$ cat src/rtl/fcfg_pkg.sv
package fcfg_pkg;

   localparam int BYTE_W      = 8;
   localparam int IDX_W       = 6;

   // register indices inside the window (offset = 2 * index)
   localparam int RI_OPTION   = 0;
   localparam int RI_STATUS   = 1;
   localparam int RI_PINREP   = 2;
   localparam int RI_SOCKET   = 3;
   localparam int RI_EXTSTAT  = 4;
   localparam int RI_IOBASE0  = 5;

   // bit positions that neighbours decode
   localparam int STAT_IRQ_BIT = 1;

   typedef struct packed {
      logic             srst;
      logic             lvl;
      logic [IDX_W-1:0] idx;
   } opt_t;

endpackage

$ cat src/rtl/fcfg_decode.sv
module fcfg_decode #(
   parameter int ADDR_W  = 12,
   parameter int REG_CNT = 9
) (
   input  logic [ADDR_W-1:0]  base,
   input  logic [ADDR_W-1:0]  addr,
   output logic               hit,
   output logic [REG_CNT-1:0] sel
);

   localparam int SLOT_W = ADDR_W - 1;

   logic [ADDR_W-1:0] rel;
   logic [SLOT_W-1:0] slot;
   logic              in_range;

   // addresses below base wrap to large offsets and miss
   assign rel      = addr - base;
   assign slot     = rel[ADDR_W-1:1];
   assign in_range = (slot < SLOT_W'(REG_CNT));
   assign hit      = in_range && !rel[0];

   for (genvar k = 0; k < REG_CNT; k++) begin : g_sel
      assign sel[k] = hit && (slot == SLOT_W'(k));
   end

endmodule

$ cat src/rtl/fcfg_option.sv
module fcfg_option
   import fcfg_pkg::*;
(
   input  logic              clk,
   input  logic              rst_n,
   input  logic              wr_en,
   input  logic [BYTE_W-1:0] wdata,
   output logic [BYTE_W-1:0] opt_rd,
   output logic              func_en,
   output logic              func_rst,
   output logic              func_lvl
);

   opt_t opt_q;
   opt_t opt_wr;

   always_comb begin
      opt_wr = opt_t'(wdata);
      if (opt_wr.srst) begin
         opt_wr.idx = '0;
      end
   end

   always_ff @(posedge clk or negedge rst_n) begin
      if (!rst_n) begin
         opt_q <= '0;
      end else if (wr_en) begin
         opt_q <= opt_wr;
      end
   end

   assign opt_rd   = BYTE_W'(opt_q);
   assign func_en  = (opt_q.idx != '0);
   assign func_rst = opt_q.srst;
   assign func_lvl = opt_q.lvl;

   AST_SRST_DISABLES: assert property (@(posedge clk) disable iff (!rst_n)
      (wr_en && wdata[BYTE_W-1]) |=> (func_rst && !func_en));

   AST_IDX_ENABLES: assert property (@(posedge clk) disable iff (!rst_n)
      (wr_en && !wdata[BYTE_W-1] && (wdata[IDX_W-1:0] != '0)) |=> func_en);

endmodule

$ cat src/rtl/fcfg_irq.sv
module fcfg_irq #(
   parameter int PULSE_W = 4
) (
   input  logic clk,
   input  logic rst_n,
   input  logic en,
   input  logic lvl_mode,
   input  logic src,
   output logic irq_n
);

   localparam int CNT_W = $clog2(PULSE_W + 1);

   logic             src_q;
   logic             lvl_q;
   logic [CNT_W-1:0] cnt_q;
   logic             rise;

   assign rise = src && !src_q;

   always_ff @(posedge clk or negedge rst_n) begin
      if (!rst_n) begin
         src_q <= 1'b0;
         lvl_q <= 1'b0;
         cnt_q <= '0;
      end else begin
         src_q <= src;
         lvl_q <= en && src;
         if (!en || lvl_mode) begin
            cnt_q <= '0;
         end else if (rise) begin
            cnt_q <= CNT_W'(PULSE_W);
         end else if (cnt_q != '0) begin
            cnt_q <= cnt_q - CNT_W'(1);
         end
      end
   end

   assign irq_n = lvl_mode ? !lvl_q : (cnt_q == '0);

   AST_QUIET_WHEN_OFF: assert property (@(posedge clk) disable iff (!rst_n)
      (!en) |=> irq_n);

   AST_LEVEL_FOLLOWS: assert property (@(posedge clk) disable iff (!rst_n)
      (lvl_mode && en && src) |=> (!lvl_mode || !irq_n));

   if (PULSE_W > 1) begin : g_pulse_chk
      AST_PULSE_HOLDS: assert property (@(posedge clk) disable iff (!rst_n)
         ($fell(irq_n) && !lvl_mode && en) |=> (!irq_n || lvl_mode || !en));
   end

endmodule

$ cat src/rtl/fcfg_regs.sv
module fcfg_regs
   import fcfg_pkg::*;
#(
   parameter int ADDR_W     = 12,
   parameter int NUM_IOBASE = 4,
   parameter int PULSE_W    = 4
) (
   input  logic              clk,
   input  logic              rst_n,
   input  logic [ADDR_W-1:0] cfg_base,
   input  logic [ADDR_W-1:0] host_addr,
   input  logic [7:0]        host_wdata,
   input  logic              host_wr,
   input  logic              host_rd,
   output logic [7:0]        host_rdata,
   input  logic              irq_src,
   output logic              func_en,
   output logic              func_rst,
   output logic              func_lvl,
   output logic              irq_n
);

   localparam int REG_CNT    = RI_IOBASE0 + NUM_IOBASE;
   localparam int NUM_STORE  = REG_CNT - 1;
   localparam int SPAN_BITS  = $clog2(2 * REG_CNT);
   localparam logic [BYTE_W-1:0] STAT_WMASK = ~(BYTE_W'(1) << STAT_IRQ_BIT);

   if (NUM_IOBASE < 1 || NUM_IOBASE > 4) begin : g_bad_iobase
      $error("NUM_IOBASE must lie in 1..4");
   end
   if (ADDR_W <= SPAN_BITS) begin : g_bad_addr
      $error("ADDR_W too narrow for the register window");
   end
   if (PULSE_W < 1) begin : g_bad_pulse
      $error("PULSE_W must be at least 1");
   end

   logic                               hit;
   logic [REG_CNT-1:0]                 sel;
   logic [BYTE_W-1:0]                  opt_rd;
   logic [NUM_STORE-1:0][BYTE_W-1:0]   store_q;
   logic [REG_CNT-1:0][BYTE_W-1:0]     rd_view;
   logic [BYTE_W-1:0]                  rd_mux;

   fcfg_decode #(
      .ADDR_W  (ADDR_W),
      .REG_CNT (REG_CNT)
   ) u_decode (
      .base (cfg_base),
      .addr (host_addr),
      .hit  (hit),
      .sel  (sel)
   );

   fcfg_option u_option (
      .clk      (clk),
      .rst_n    (rst_n),
      .wr_en    (host_wr && sel[RI_OPTION]),
      .wdata    (host_wdata),
      .opt_rd   (opt_rd),
      .func_en  (func_en),
      .func_rst (func_rst),
      .func_lvl (func_lvl)
   );

   fcfg_irq #(
      .PULSE_W (PULSE_W)
   ) u_irq (
      .clk      (clk),
      .rst_n    (rst_n),
      .en       (func_en),
      .lvl_mode (func_lvl),
      .src      (irq_src),
      .irq_n    (irq_n)
   );

   // plain byte registers: status, pin replacement, socket, extended, I/O bases
   for (genvar k = 1; k < REG_CNT; k++) begin : g_store
      logic [BYTE_W-1:0] wmask;
      if (k == RI_STATUS) begin : g_stat
         assign wmask = STAT_WMASK;
         assign rd_view[k] = store_q[k-1] |
                             (BYTE_W'(irq_src) << STAT_IRQ_BIT);
      end else begin : g_plain
         assign wmask = '1;
         assign rd_view[k] = store_q[k-1];
      end

      always_ff @(posedge clk or negedge rst_n) begin
         if (!rst_n) begin
            store_q[k-1] <= '0;
         end else if (host_wr && sel[k]) begin
            store_q[k-1] <= host_wdata & wmask;
         end
      end
   end

   assign rd_view[RI_OPTION] = opt_rd;

   always_comb begin
      rd_mux = '0;
      for (int k = 0; k < REG_CNT; k++) begin
         if (sel[k]) begin
            rd_mux = rd_mux | rd_view[k];
         end
      end
   end

   always_ff @(posedge clk or negedge rst_n) begin
      if (!rst_n) begin
         host_rdata <= '0;
      end else if (host_rd) begin
         host_rdata <= rd_mux;
      end
   end

   AST_MISS_READS_ZERO: assert property (@(posedge clk) disable iff (!rst_n)
      (host_rd && !hit) |=> (host_rdata == '0));

   AST_MISS_NO_WRITE: assert property (@(posedge clk) disable iff (!rst_n)
      (host_wr && !hit) |=> ($stable(store_q) && $stable(opt_rd)));

   AST_STATUS_BIT_LIVE: assert property (@(posedge clk) disable iff (!rst_n)
      (host_rd && sel[RI_STATUS]) |=> (host_rdata[STAT_IRQ_BIT] == $past(irq_src)));

endmodule

$ cat config.mk
export PLATFORM = sky130hd
export DESIGN_NAME = fcfg_regs
export DESIGN_NICKNAME = d
export VERILOG_FILES = /design/src/rtl/fcfg_pkg.sv /design/src/rtl/fcfg_decode.sv /design/src/rtl/fcfg_option.sv /design/src/rtl/fcfg_irq.sv /design/src/rtl/fcfg_regs.sv
export SDC_FILE = /design/constraint.sdc
export NUM_CORES = 1
export LEC_CHECK = 0
export ABC_AREA = 1
export BUFFER_PORTS_ARGS = -buffer_cell sky130_fd_sc_hd__clkbuf_2
export CORE_ASPECT_RATIO = 1.75
export CORE_UTILIZATION = 35
export CTS_BUF_LIST = sky130_fd_sc_hd__clkbuf_4 sky130_fd_sc_hd__clkbuf_8
export CTS_CLUSTER_SIZE = 40
export DETAILED_ROUTE_END_ITERATION = 8
export PLACE_DENSITY = 0.54
export SLEW_MARGIN = 20
export SYNTH_ARGS = -nofsm -noshare
export SYNTH_HDL_FRONTEND = slang
export SYNTH_SLANG_ARGS = --single-unit
$ cat constraint.sdc
create_clock -name clk -period 1.5 [get_ports clk]
set_clock_uncertainty 0.1 [all_clocks]
set_input_delay 0.225 -clock clk [delete_from_list [all_inputs] [get_ports clk]]
set_output_delay 0.225 -clock clk [all_outputs]
set_load 0.03 [all_outputs]
==> metrics.md, run 1 <==
| Metric | Value |
|---|---|
| Hold Crit Class | in -> reg |
| Syn Inst Count | around 650 |
| Final Max Tran Viols | 0 |
| CP Capture Type | register |
| Synth unique cells | 30 |
| Total grt overflow | 0 |
| Setup WS pre-CTS | -1510 ps |
| CP arrival | 2560 ps |
| Sequential share of power | about 46% |
| Row count | 56 |
| Final WL | around 15,000 um |
| Warnings from Yosys | 0 |
| Max Root-Sink Buffers | 2 |
| Status | complete, but fails checks |
| Combinational power share | 21.6% |
| Setup ws final | -912 ps |
| CTS tree | done |
| Pre-antenna DRT Iters | 4 |
| NetSw | 1.55 mW |
| GP Congestion | about 0.9 |
| First-pass GRT wire length | about 24,000 um |
| Leakage | around 3.5 nW |
| Vias in the first global route | 4,722 |
| Wirelength per Cell | 15.6 um |
| CTS Sinks | 84 |
| Seq/Total Area, Yosys | approximately 44% |
| Worst-case vdd ir drop | ~0.37 mV |
| Die Width | around 90 um |
| Critical path peak fanout | 16 |
| Largest net degree at the start of global routing | 25 |
| Mean area per synthesized cell | about 7.3 um^2 |
| Overall global routing resource usage | roughly 22% |
| Post-route DRC | 0 |
| Number of synthesized register bits | 84 |
| Detail Route Antenna Nets | 0 |
| I/O pins | 49 |
| Most frequent cells in the layout | nand2_1 (143), dfrtp_1 (84), inv_1 (76), nand3_1 (58), buf_4 (52) |
| Sw Share | between 30% and 40% |
| Detail Placement HPWL | ~10,000 um |
| Cts bufs inserted | 9 |
| Layout area overhead | 46.9% |
| Core area | between 10,000 and 15,000 um^2 |
| Share of cells above drive strength 1 | 38.7% |
| Antenna violations before repair | 0 |
| Cell Int Power | ~3.5 mW |
| Hold slack | 29.1 ps |
| Relative slew slack | 63.4% |
| RSZ-0062 raised after global routing | yes |
| Max Freq | 415 MHz |
| Final min period | 2410 ps |
| Drt first-iter violations | roughly 260 |
| Power per cell area | between 700 and 800 nW/um^2 |
| Vias per inst | ~5 |
| Synth Cell Area | 4750 um^2 |
| PortBufs | 48 |
| Total Die Area | between 10,000 and 15,000 um^2 |
| Diodes inserted | 0 |
| Final hold violations | 0 |
| Most common cell after layout, fill and taps aside | nand2_1 |
| Reg clk slew, reported paths | about 90 ps |
| Crit path kind | in -> reg |
| Final setup vio count | between 80 and 90 |
| CP required | between 1500 and 2000 ps |
| Clock root buffer | clkbuf_8 |
| Max_cap viols | 0 |
| Setup_tns | -63,480 ps |
| Worst-Margin Slew | between 500 and 600 ps |
| Placed Cells | slightly above 900 |
| Non-filler cells, final | ~960 |
| Startpoint Class | input port |
| Via count | 4,836 |
| H-Tree Depth | 3 |
| Clk pwr share | 32.5% |
| Syn Nets | 698 |
| Violated checks | negative setup slack |
| Starting Density | a little over a third |
| Die height | around 160 um |
| Worst-Skew Late Latency | between 300 and 400 ps |
| Final period utilization | 161% |
| Final Power | roughly 5.1 mW |
| Nets | around 830 |
==> logic make-up (layout without fill, tap and decap cells) <==
family                     after synthesis  after routing  share of synthesized area [%]
AOI/OAI and AO/OA                       80             80                           9.17
xor gates and xnor gates                 1              1                          0.184
adders and majority gates               14             14                           3.85
buffers and inverters                   99            233                           8.56
DFF                                     84             84                           44.3
muxes                                    1              1                          0.211
and+or+nand+nor                        368            369                           33.8
==> path summary, 6_finish.rpt <==
kind,endpoint,startpoint,cells past startpoint,slack [ps]
worst max-delay path,rd_view[47]$_DFFE_PN0P_,host_addr[0],21,-910
worst max register to register,u_irq.cnt_q[2]$_DFFE_PN0P_,u_option.opt_rd[0]$_DFFE_PN0P_,8,70
worst min-delay path,u_option.func_rst$_DFFE_PN0P_,host_wdata[7],3,30
worst min register to register,rd_view[58]$_DFFE_PN0P_,rd_view[58]$_DFFE_PN0P_,2,400
max in group asynchronous,rd_view[34]$_DFFE_PN0P_,rst_n,3,590
min in group asynchronous,u_option.func_lvl$_DFFE_PN0P_,rst_n,2,200
==> power by group through the flow <==
stage	sequential [mW]	clock (mW)	combinational, mW
finish	2.33	1.64	1.09
global route	2.33	1.75	1.20
CTS	2.32	1.68	1.07
detailed placement	2.37	0	0.926
global placement	2.37	0	0.916
floorplan	2.39	0	0.458
==> critical path: stages <==
cell and delay, ps:
clkbuf_16 130, inv_12 40, ha_4 120, inv_4 30
fa_2 400, nand2_4 90, nand2_4 60, nand3_2 70
nand2_1 50, nand2_1 60, nand2_1 60, nor2_2 120
buf_4 120, buf_4 90, buf_4 90, nand2_2 50
nor4_2 250, nand3_1 150, buf_6 180, nand2_1 70
o21ai_1 70
==> cell type report <==
class                   count  area (um^2)
clock inverters             7         73.8
repair buffers            134         1260
well taps                 174          218
fillers                  1261         6340
flip-flops and latches     84         2100
inverters                  83          327
multi-input cells         465         2880
clock buffers               9          124
==> per-stage QoR <==
stage	cell area, um^2	utilization, %
floorplan	4830	-
global placement	5680	42.7
detailed placement	5680	42.7
CTS	6730	50.6
global route	6980	52.4
finish	6980	52.4
==> Yosys cell counts, drive strengths merged <==
cell type,count,share of area [%]
a21oi,7,0.97
clkbuf,4,0.32
nand3,96,10
nand2,191,15
fa,1,0.42
inv,83,6.6
nor4,2,0.26
nand3b,1,0.16
o21ai,63,6.6
mux2i,1,0.21
xor2,1,0.18
nor2,62,5.3
a21boi,1,0.16
dfrtp,84,44
o22ai,1,0.13
ha,13,3.4
nand4,7,1.4
buf,12,1.7
or2,9,1.2
o21a,8,1.3
==> registers in the layout, summed over array words and instances, names as in the netlist <==
register           cells
u_option.func_lvl      1
u_option.opt_rd        6
store_q                7
u_irq.src_q            1
rd_view               56
u_irq.cnt_q            3
u_irq.lvl_q            1
host_rdata             8
u_option.func_rst      1
==> per-layer routing <==
layer | track usage [%] | share of wire, % | wire (um) | vias to the layer above
met5 | 0 | 0 | 0 | -
met1 | 22.3 | 37 | 5460 | 2323
met2 | 41.5 | 55 | 8230 | 125
li1 | - | - | - | 2343
met3 | 2.97 | 3.4 | 509 | 45
met4 | 11.8 | 4.9 | 725 | 0
==> what timing repair did <==
| item | CTS | global route |
|---|---|---|
| pin swaps | 49 | 27 |
| hold buffers | 3 | 0 |
| endpoints found under the setup margin | 81 | 84 |
| cloned | 8 | 4 |
| resized for setup | 120 | 91 |
| endpoints found under the hold margin | 75 | 0 |
| setup buffers | 19 | 0 |
No activity file was read; power rests on OpenSTA's default activity.
==> run 2, diff against run 1 <==
PLACE_DENSITY = 0.6   (was 0.54)
==> run 2 against run 1 <==
The run still ends with negative setup slack left. Register-to-register slack got worse by 30 ps. Combinational power barely moved. First-iteration DRC count rose by 23%. Sequential power barely moved. Global-route usage fell by 0.51 points. Final cell count fell by 2.1%. Clock power rose by 8%. Highest routed layer unchanged.
==> metrics.md, run 2 (same netlist as run 1, synthesis figures left out) <==
| Metric | Value |
|---|---|
| Die height | 156 um (unchanged) |
| CTS tree | done (unchanged) |
| Via count | 4,749 (was 4,836) |
| Placed Cells | 895 (was 909) |
| Setup ws final | -825 ps (was -912 ps) |
| Diodes inserted | 0 (unchanged) |
| Vias in the first global route | 4,732 (was 4,722) |
| Critical path peak fanout | 17 (was 16) |
| Violated checks | negative setup slack (unchanged) |
| Final hold violations | 0 (unchanged) |
| Total grt overflow | 0 (unchanged) |
| Wirelength per Cell | 15.3 um (was 15.6 um) |
| Relative slew slack | 62.2% (was 63.4%) |
| Final min period | 2320 ps (was 2410 ps) |
| Total Die Area | 14,100 um^2 (unchanged) |
| Worst-path cell chain | clkbuf_16 > inv_12 > ha_4 > inv_4 > fa_2 > nand2_4 > nand2_4 > nand3_4 > nand2_1 > nand2_1 > nand2_1 > nor2_2 > nand3_2 > nor2_4 > buf_12 > buf_16 > nand3_2 > buf_6 > nand2_1 > o21ai_0 (was clkbuf_16 > inv_12 > ha_4 > inv_4 > fa_2 > nand2_4 > nand2_4 > nand3_2 > nand2_1 > nand2_1 > nand2_1 > nor2_2 > buf_4 > buf_4 > buf_4 > nand2_2 > nor4_2 > nand3_1 > buf_6 > nand2_1 > o21ai_1) |
| Worst-case vdd ir drop | 0.499 mV (was 0.373 mV) |
| Max Freq | 430 MHz (was 415 MHz) |
| Most frequent cells in the layout | nand2_1 (158), nand3_1 (84), dfrtp_1 (84), inv_1 (75), clkbuf_2 (44) (was nand2_1 (143), dfrtp_1 (84), inv_1 (76), nand3_1 (58), buf_4 (52)) |
| Largest stage delay on the critical path | 380 ps (was 400 ps) |
| CP required | 1630 ps (was 1640 ps) |
| Max reg flops | 56 (unchanged) |
| Crit path kind | in -> reg (unchanged) |
| Clock root buffer | clkbuf_8 (unchanged) |
| Starting Density | 35.7% (unchanged) |
| Most frequent CP cell | nand2_1 (unchanged) |
| CP Capture Type | register (unchanged) |
| Drt first-iter violations | 321 (was 261) |
| Worst-Margin Slew | 567 ps (was 548 ps) |
| Vias per inst | 5.07 (was 5.06) |
| Core area | 13,300 um^2 (unchanged) |
| Non-filler cells, final | 936 (was 956) |
| Die Width | 90.1 um (unchanged) |
| RR Startpoint | u_option.opt_rd[0]$_DFFE_PN0P_ (unchanged) |
| Power per cell area | 782 nW/um^2 (was 725 nW/um^2) |
| Row count | 56 (unchanged) |
| Critical Path Source | host_addr[0] (unchanged) |
| Startpoint Class | input port (unchanged) |
| Worst path slowest cell | fa_2 (unchanged) |
| Overall global routing resource usage | 21.1% (was 21.6%) |
| Final Power | 5.19 mW (was 5.06 mW) |
| Worst-Skew Late Latency | 380 ps (was 370 ps) |
| Leakage | 3.36 nW (was 3.49 nW) |
| Final Max Tran Viols | 0 (unchanged) |
| H-Tree Depth | 3 (unchanged) |
| Critical path buffer and inverter count | 6 (was 7) |
| Final WL | 14,300 um (was 14,900 um) |
| Hold slack | 22.7 ps (was 29.1 ps) |
| Most common cell after layout, fill and taps aside | nand2_1 (unchanged) |
| Cts bufs inserted | 9 (unchanged) |
| Reg clk slew, reported paths | 80 ps (was 90 ps) |
| Cell family with most CP delay | simple AND/OR/NAND/NOR gates (unchanged) |
| Detail Route Antenna Nets | 0 (unchanged) |
| Final setup vio count | 81 (unchanged) |
| CP arrival | 2460 ps (was 2560 ps) |
| Layout area overhead | 39.7% (was 46.9%) |
| I/O pins | 49 (unchanged) |
| First-pass GRT wire length | 23,100 um (was 23,600 um) |
| RSZ-0062 raised after global routing | yes (unchanged) |
| Fillers | 1,281 (was 1,261) |
| PortBufs | 48 (unchanged) |
| Antenna violations before repair | 0 (unchanged) |
| Post-route DRC | 0 (unchanged) |
| CTS Sinks | 84 (unchanged) |
| Max_cap viols | 0 (unchanged) |
| Share of cells above drive strength 1 | 31.8% (was 38.7%) |
| Detail Placement HPWL | 9610 um (was 10,000 um) |
| Pre-antenna DRT Iters | 5 (was 4) |
| Max Root-Sink Buffers | 2 (unchanged) |
| Status | complete, but fails checks (unchanged) |
| Nets | 809 (was 828) |
| Hold path start | host_wdata[7] (unchanged) |
| GP Congestion | 0.837 (was 0.892) |
| Setup WS pre-CTS | -1350 ps (was -1510 ps) |
| Largest net degree at the start of global routing | 36 (was 25) |
| Hold Crit Class | in -> reg (unchanged) |
| Final period utilization | 155% (was 161%) |
run 2: final cells by class:
cell class / instances / area (um^2) / share of cell area (%)
clock buffers: 9 / 124 / 1.87
clock inverters: 6 / 90.1 / 1.36
inverters: 83 / 327 / 4.92
multi-input cells: 466 / 2740 / 41.3
flip-flops and latches: 84 / 2100 / 31.7
well taps: 174 / 218 / 3.28
repair buffers: 114 / 1040 / 15.6
run 2: through the flow:
step	TNS [ps]	utilization, %	area [um^2]
floorplan	-69290	-	4830
global placement	-95900	41.9	5580
detailed placement	-99400	41.9	5580
CTS	-56790	48.4	6440
global route	-70790	49.8	6640
finish	-60620	49.8	6640
run 2: timing repair:
item,CTS,global route
hold buffers,3,0
cloned,8,1
buffers inserted,15,0
hold endpoints to repair,28,0
pin swaps,16,8
resized for setup,107,52
setup endpoints to repair,81,84
run 2: worst paths after layout:
check / depth (start not counted) / slack, ps / end
setup / recovery: 20 / -820 / rd_view[54]$_DFFE_PN0P_
hold / removal: 4 / 20 / u_option.opt_rd[5]$_DFFE_PN0P_
max in group asynchronous: 3 / 550 / store_q[3]$_DFFE_PN0P_
setup reg to reg: 8 / 40 / u_irq.cnt_q[2]$_DFFE_PN0P_
min in group asynchronous: 2 / 230 / rd_view[67]$_DFFE_PN0P_
hold reg to reg: 2 / 390 / rd_view[23]$_DFFE_PN0P_
run 2: metal layers:
metal	wire [um]	share of wire (%)	GRT usage, %	up-vias
met4	694	4.8	13.2	0
met1	5390	38	21.7	2255
met3	527	3.7	2.97	46
met5	0	0	0	-
met2	7730	54	39.8	139
li1	-	-	-	2309
run 2: worst reg2reg max path: cells and delay by family (launching register included):
kind / cells / cell delay, ps
buffers and inverters: 2 / 180
DFF: 1 / 400
and+or+nand+nor: 6 / 720
run 2: report_power, final:
part	internal [mW]	leakage [nW]	switching (mW)	total, mW
clock network	0.930	0.105	0.845	1.77
registers	2.30	1.15	0.0224	2.32
logic	0.426	2.10	0.664	1.09
